File: src/rtl/i2c_bsc_pkg.sv
package i2c_bsc_pkg;

    typedef enum logic [2:0] {
        GS_IDLE,
        GS_PEND,
        GS_SDA,
        GS_OWN,
        GS_SCL
    } gen_state_e;

    localparam int unsigned EDGES_PER_BYTE = 9;
    localparam int unsigned EDGE_CNT_W     = $clog2(EDGES_PER_BYTE + 1);

endpackage

File: src/rtl/i2c_bsc_detect.sv
module i2c_bsc_detect #(
    parameter int unsigned SYNC_STAGES = 2
) (
    input  logic clk,
    input  logic rst_n,
    input  logic sda_i,
    input  logic scl_i,
    input  logic init_i,
    output logic start_det_o,
    output logic stop_det_o,
    output logic scl_fall_o,
    output logic busy_o
);

    typedef struct packed {
        logic [SYNC_STAGES-1:0] sda_sh;
        logic [SYNC_STAGES-1:0] scl_sh;
        logic                   sda_prev;
        logic                   scl_prev;
        logic                   busy;
    } det_t;

    det_t q, d;
    logic sda_s, scl_s;

    assign sda_s = q.sda_sh[SYNC_STAGES-1];
    assign scl_s = q.scl_sh[SYNC_STAGES-1];

    always_comb begin
        d          = q;
        d.sda_sh   = {q.sda_sh[SYNC_STAGES-2:0], sda_i};
        d.scl_sh   = {q.scl_sh[SYNC_STAGES-2:0], scl_i};
        d.sda_prev = sda_s;
        d.scl_prev = scl_s;
        if (init_i)
            d.busy = 1'b0;
        else if (start_det_o)
            d.busy = 1'b1;
        else if (stop_det_o)
            d.busy = 1'b0;
    end

    assign start_det_o = scl_s && q.scl_prev && q.sda_prev && !sda_s;
    assign stop_det_o  = scl_s && q.scl_prev && !q.sda_prev && sda_s;
    assign scl_fall_o  = q.scl_prev && !scl_s;
    assign busy_o      = q.busy;

    always_ff @(posedge clk or negedge rst_n) begin
        if (!rst_n) begin
            q.sda_sh   <= '1;
            q.scl_sh   <= '1;
            q.sda_prev <= 1'b1;
            q.scl_prev <= 1'b1;
            q.busy     <= 1'b0;
        end else begin
            q <= d;
        end
    end

    p_init_release_r2: assert property (@(posedge clk) disable iff (!rst_n)
        init_i |=> !busy_o);

    p_busy_on_start_r1: assert property (@(posedge clk) disable iff (!rst_n)
        (start_det_o && !init_i) |=> busy_o);

endmodule

File: src/rtl/i2c_bsc_gen.sv
module i2c_bsc_gen
    import i2c_bsc_pkg::*;
#(
    parameter int unsigned HOLD_W = 8
) (
    input  logic              clk,
    input  logic              rst_n,
    input  logic              req_start_i,
    input  logic              req_stop_i,
    input  logic              clr_fail_i,
    input  logic              rsv_off_i,
    input  logic              busy_i,
    input  logic [HOLD_W-1:0] hold_i,
    output logic              sda_pull_o,
    output logic              scl_pull_o,
    output logic              fail_o
);

    typedef struct packed {
        gen_state_e        st;
        logic [HOLD_W-1:0] cnt;
        logic              fail;
    } gen_t;

    gen_t q, d;
    logic hold_done;
    logic reject;

    assign hold_done = ({1'b0, q.cnt} + (HOLD_W+1)'(1)) >= {1'b0, hold_i};
    assign reject    = (q.st == GS_IDLE) && req_start_i && busy_i && rsv_off_i;

    always_comb begin
        d = q;
        unique case (q.st)
            GS_IDLE: begin
                d.cnt = '0;
                if (req_start_i) begin
                    if (!busy_i)        d.st = GS_SDA;
                    else if (!rsv_off_i) d.st = GS_PEND;
                end
            end
            GS_PEND: begin
                d.cnt = '0;
                if (!busy_i) d.st = GS_SDA;
            end
            GS_SDA: begin
                if (hold_done) begin
                    d.st  = GS_OWN;
                    d.cnt = '0;
                end else begin
                    d.cnt = q.cnt + 1'b1;
                end
            end
            GS_OWN: begin
                d.cnt = '0;
                if (req_stop_i) d.st = GS_SCL;
            end
            GS_SCL: begin
                if (hold_done) begin
                    d.st  = GS_IDLE;
                    d.cnt = '0;
                end else begin
                    d.cnt = q.cnt + 1'b1;
                end
            end
            default: d.st = GS_IDLE;
        endcase

        if (reject)
            d.fail = 1'b1;
        else if (clr_fail_i)
            d.fail = 1'b0;
    end

    assign sda_pull_o = (q.st == GS_SDA) || (q.st == GS_OWN) || (q.st == GS_SCL);
    assign scl_pull_o = (q.st == GS_OWN);
    assign fail_o     = q.fail;

    always_ff @(posedge clk or negedge rst_n) begin
        if (!rst_n) begin
            q.st   <= GS_IDLE;
            q.cnt  <= '0;
            q.fail <= 1'b0;
        end else begin
            q <= d;
        end
    end

    p_scl_after_sda_r3: assert property (@(posedge clk) disable iff (!rst_n)
        $rose(scl_pull_o) |-> sda_pull_o);

    p_sda_freed_last_r6: assert property (@(posedge clk) disable iff (!rst_n)
        $fell(sda_pull_o) |-> !scl_pull_o);

    p_fail_sticky_r4: assert property (@(posedge clk) disable iff (!rst_n)
        (fail_o && !clr_fail_i) |=> fail_o);

    p_reject_no_pull_r4: assert property (@(posedge clk) disable iff (!rst_n)
        reject |=> (!sda_pull_o && fail_o));

endmodule

File: src/rtl/i2c_bsc_irq.sv
module i2c_bsc_irq
    import i2c_bsc_pkg::*;
(
    input  logic clk,
    input  logic rst_n,
    input  logic start_det_i,
    input  logic stop_det_i,
    input  logic scl_fall_i,
    input  logic on_9th_i,
    input  logic stop_irq_en_i,
    output logic irq_o
);

    typedef struct packed {
        logic [EDGE_CNT_W-1:0] cnt;
        logic                  irq;
    } irq_t;

    irq_t q, d;
    logic [EDGE_CNT_W-1:0] sel;
    logic [EDGE_CNT_W-1:0] cnt_next;

    assign sel = on_9th_i ? EDGE_CNT_W'(EDGES_PER_BYTE) : EDGE_CNT_W'(EDGES_PER_BYTE - 1);
    assign cnt_next = (q.cnt >= EDGE_CNT_W'(EDGES_PER_BYTE)) ? EDGE_CNT_W'(1)
                                                            : q.cnt + 1'b1;

    always_comb begin
        d     = q;
        d.irq = 1'b0;
        if (start_det_i || stop_det_i) begin
            d.cnt = '0;
            d.irq = stop_det_i && stop_irq_en_i;
        end else if (scl_fall_i) begin
            d.cnt = cnt_next;
            d.irq = (cnt_next == sel);
        end
    end

    assign irq_o = q.irq;

    always_ff @(posedge clk or negedge rst_n) begin
        if (!rst_n) begin
            q.cnt <= '0;
            q.irq <= 1'b0;
        end else begin
            q <= d;
        end
    end

    p_irq_single_r7: assert property (@(posedge clk) disable iff (!rst_n)
        irq_o |=> !irq_o);

    p_cnt_range_r7: assert property (@(posedge clk) disable iff (!rst_n)
        q.cnt <= EDGE_CNT_W'(EDGES_PER_BYTE));

    p_stop_irq_gate_r8: assert property (@(posedge clk) disable iff (!rst_n)
        (stop_det_i && !stop_irq_en_i) |=> !irq_o);

endmodule

File: src/rtl/i2c_bus_state_ctrl.sv
module i2c_bus_state_ctrl #(
    parameter int unsigned HOLD_W      = 8,
    parameter int unsigned SYNC_STAGES = 2
) (
    input  logic              clk,
    input  logic              rst_n,
    input  logic              sda_line,
    input  logic              scl_line,
    input  logic              init_bus,
    input  logic              rsv_off,
    input  logic              irq_on_9th,
    input  logic              stop_irq_en,
    input  logic              req_start,
    input  logic              req_stop,
    input  logic              clr_fail,
    input  logic [HOLD_W-1:0] hold_cycles,
    output logic              sda_pull,
    output logic              scl_pull,
    output logic              bus_busy,
    output logic              start_fail,
    output logic              irq
);

    logic start_det, stop_det, scl_fall;

    i2c_bsc_detect #(.SYNC_STAGES(SYNC_STAGES)) u_detect (
        .clk         (clk),
        .rst_n       (rst_n),
        .sda_i       (sda_line),
        .scl_i       (scl_line),
        .init_i      (init_bus),
        .start_det_o (start_det),
        .stop_det_o  (stop_det),
        .scl_fall_o  (scl_fall),
        .busy_o      (bus_busy)
    );

    i2c_bsc_gen #(.HOLD_W(HOLD_W)) u_gen (
        .clk         (clk),
        .rst_n       (rst_n),
        .req_start_i (req_start),
        .req_stop_i  (req_stop),
        .clr_fail_i  (clr_fail),
        .rsv_off_i   (rsv_off),
        .busy_i      (bus_busy),
        .hold_i      (hold_cycles),
        .sda_pull_o  (sda_pull),
        .scl_pull_o  (scl_pull),
        .fail_o      (start_fail)
    );

    i2c_bsc_irq u_irq (
        .clk           (clk),
        .rst_n         (rst_n),
        .start_det_i   (start_det),
        .stop_det_i    (stop_det),
        .scl_fall_i    (scl_fall),
        .on_9th_i      (irq_on_9th),
        .stop_irq_en_i (stop_irq_en),
        .irq_o         (irq)
    );

endmodule

File: config.mk
export PLATFORM = sky130hd
export DESIGN_NAME = i2c_bus_state_ctrl
export DESIGN_NICKNAME = d
export VERILOG_FILES = /design/src/rtl/i2c_bsc_pkg.sv /design/src/rtl/i2c_bsc_detect.sv /design/src/rtl/i2c_bsc_gen.sv /design/src/rtl/i2c_bsc_irq.sv /design/src/rtl/i2c_bus_state_ctrl.sv
export SDC_FILE = /design/constraint.sdc
export NUM_CORES = 1
export LEC_CHECK = 0
export BUFFER_PORTS_ARGS = -buffer_cell sky130_fd_sc_hd__buf_2
export CORE_ASPECT_RATIO = 0.8
export CORE_MARGIN = 1.5
export CORE_UTILIZATION = 45
export CTS_CLUSTER_DIAMETER = 200
export CTS_CLUSTER_SIZE = 14
export DETAILED_ROUTE_END_ITERATION = 7
export PLACE_DENSITY = 0.69
export SKIP_LAST_GASP = 1
export SYNTH_ARGS = -nofsm -noshare
export SYNTH_HDL_FRONTEND = slang
export SYNTH_SLANG_ARGS = --single-unit
File: constraint.sdc
create_clock -name clk -period 2.95 [get_ports clk]
set_input_delay 0.59 -clock clk [delete_from_list [all_inputs] [get_ports clk]]
set_output_delay 0.59 -clock clk [all_outputs]
set_load 0.1 [all_outputs]
==> out/results.txt <==
Hold WC Path Type - input port to asynchronous set/reset pin
CP cell instances - ha_4 -> nand2_1 -> or2_0 -> and2_1 -> or2_2 -> ha_1 -> and3_4 -> and3_1 -> a21oi_2 -> buf_4 -> nand2_1 -> o22ai_1
hold_ws - 0.283 ns
Top cell by count, worst path - nand2_1
max-cap viol count - 0
Final min period - 2.79 ns
# hold bufs at CTS - 0
Die Span Y - 53.7 µm
CP peak stage delay - 0.46 ns
initial antenna violation count - 0
I/O pins - 24
CTS tree - done
clock buffer depth - 2
Post-Place Worst Slack - 0.117 ns
switching share of total power - 0.433
post-synth top area cell - dfrtp_1
multi-input logic area - 795 µm²
kind of critical path - flip-flop to flip-flop
number of diodes - 0
starting density of the core - 0.469
CP Launch Type - flip-flop
number of global-route vias before repair - 1108
Tcrit/Tclk final - 0.946
status - finished clean
sequential-to-total area share from yosys stat - 0.420
Sink Count - 24
Clock power frac - 0.154
CP max-delay cell - dfrtp_1
share of flip-flops with an asynchronous set or reset - 1.00
GPL Wtd Cong - 0.818
synthesized netlist cell count - 150
Crit Path Max Fanout - 6
Slew @ Worst Pin - 0.614 ns
reg2reg path depth - 12
Slew Viols, Final - 0
DIE WIDTH - 66.4 µm
Slew HR - 0.589
die area - 3570 µm²
Setup Viol. Count Final - 0
Mean Syn Cell Area - 9.65 µm²
Finished Cell Area - 1710 µm²
WL/cell - 14.0 µm
most frequent cells in the layout - buf_2 (23), nand2_1 (22), dfrtp_1 (18)
Routed Wire Length - 3.10 mm
Internal Power - 724 µW
1st-iter DRT viols - 53
htree depth - 1
clock skew - 0.0173 ns
number of enable flip-flop cells after synthesis - 0
clock edge transition at the registers on the reported setup and hold paths - 0.09 ns
Cell Pwr Density - 746 nW/µm²
Post-DP Area - 1620 µm²
total number of vias - 1227
ys flop type - dfrtp_1
synthesized area - 1450 µm²
fmax - 0.358 GHz
final net count - 214
warning count from the yosys run - 0
layout cells sized above 1 - 0.280
Register Area - 608 µm²
Fin. Hold Viols - 0
TritonCTS buffer count - 3
via/cell ratio - 5.53
Port Buf Inserts - 23
Sw Pwr - 552 µW
fillcell total - 274
GRT Overall Usage - 0.182
final core occ - 0.554
most common cell after layout, fill and taps aside - buf_2
count of different cell masters after synthesis - 42
Comb power frac - 0.481
Final WS setup - 0.158 ns
largest net degree at the start of global routing - 25
Synth-to-Final Area Change - 18.2%
Worst Path Required - 3.14 ns
R2R Setup Slk - 0.16 ns
post-synthesis sequential element count - 24
synth top area cells - dfrtp_1 (31%), dfstp_2 (11%), ha_1 (10%), nand2_1 (5.7%), inv_1 (3.6%)
first-pass GRT wire length - 4.89 mm
Mapped Nets - 181
residual DRC count - 0
worst path arrival time - 2.98 ns
Peak supply drop - 0.333 mV
total power - 1.28 mW
LEAKAGE - 0.871 nW
Pre-antenna DRT Iters - 4
worst skew pair latency - 0.27 ns
sequential share of power - 0.365
crit end category - flip-flop
row count - 18
Routed Antenna Nets - 0
grt ovf - 0
core area - 3090 µm²
root buffer cell - clkbuf_8
DP HPWL - 2.37 mm
post-synth top area share - 0.311
==> flip-flops by register name, summed over array words and instances (netlist names) <==
name and cells:
u_detect.d 4, u_gen.q 11, u_irq.q 4, u_detect.busy_o 1
u_irq.irq_o 1, u_detect.q 2, u_gen.fail_o 1
==> routing by layer <==
layer / up-vias / global-route usage / wire length [µm]
li1: 593 / - / -
met2: 29 / 0.318 / 1490
met4: 0 / 0.0408 / 30
met3: 6 / 0.0460 / 144
met5: - / 0 / 0
met1: 599 / 0.229 / 1430
==> synth_stat cells (2+ instances only) <==
master,instances
a32o_1,5
xor2_1,3
ha_1,12
and3_1,2
nor2b_1,4
dfrtp_1,18
dfstp_2,6
o22ai_1,2
a21oi_1,7
nand2_1,22
o21ai_0,4
inv_1,14
nor3_1,2
o211ai_1,2
xnor2_1,4
mux2i_1,2
a21o_2,2
or2_2,2
o21ai_1,2
nor2_1,8
or3_1,2
a21oi_2,2
nand3_1,4
==> worst max-delay path, delay by kind of cell (launching register included) <==
| family | cells | cell delay, ns |
|---|---|---|
| AOI/OAI and AO/OA | 2 | 0.36 |
| adders and majority gates | 2 | 0.48 |
| buffers and inverters | 1 | 0.16 |
| DFF | 1 | 0.46 |
| and+or+nand+nor | 7 | 1.26 |
==> layout make-up <==
| type | count | area share |
|---|---|---|
| Sequential cell | 24 | 0.356 |
| Multi-Input combinational cell | 111 | 0.465 |
| Timing Repair Buffer | 29 | 0.0936 |
| Inverter | 14 | 0.0307 |
| Tap cell | 40 | 0.0293 |
| Clock buffer | 4 | 0.0263 |
==> what timing repair did <==
item,4_1_cts,5_1_grt
endpoints found under the hold margin,0,0
setup endpoints to repair,0,4
resized for setup,0,2
buffers inserted,0,5
==> kinds of logic (layout without fill, tap and decap cells) <==
group,Yosys count,count (layout),synth area share
AO/OA/AOI/OAI,35,35,0.184
XOR/XNOR,7,7,0.0424
adder cells (fa/ha/maj),12,12,0.104
buffers and inverters,15,47,0.0398
flip-flops,24,24,0.420
multiplexers,3,3,0.0242
AND/OR/NAND/NOR,54,54,0.186
==> path summary, 6_finish.rpt <==
kind / to / startpoint
worst max register to register: u_gen.q[11] / u_gen.q[1]
min in group clk: u_detect.d[1] / u_detect.d[4]
worst min-delay path: u_gen.q[10] / rst_n
max in group asynchronous: u_detect.d[6] / rst_n
worst max-delay path: u_gen.q[11] / u_gen.q[1]
worst min register to register: u_detect.d[1] / u_detect.d[4]
==> power by group through the flow <==
stage / Combinational (mW) / Sequential, mW / Clock (mW)
final: 0.614 / 0.466 / 0.196
after CTS: 0.555 / 0.460 / 0.201
after floorplan: 0.446 / 0.450 / 0
after global routing: 0.666 / 0.475 / 0.215
after detailed placement: 0.554 / 0.466 / 0
after global placement: 0.532 / 0.460 / 0
==> metrics by stage <==
step | instances | setup TNS, ns
after floorplan | 150 | 0
after global placement | 213 | 0
after detailed placement | 213 | 0
after CTS | 217 | 0
after global routing | 222 | -0.00855
final | 222 | 0
(Power assumes the default switching activity.)
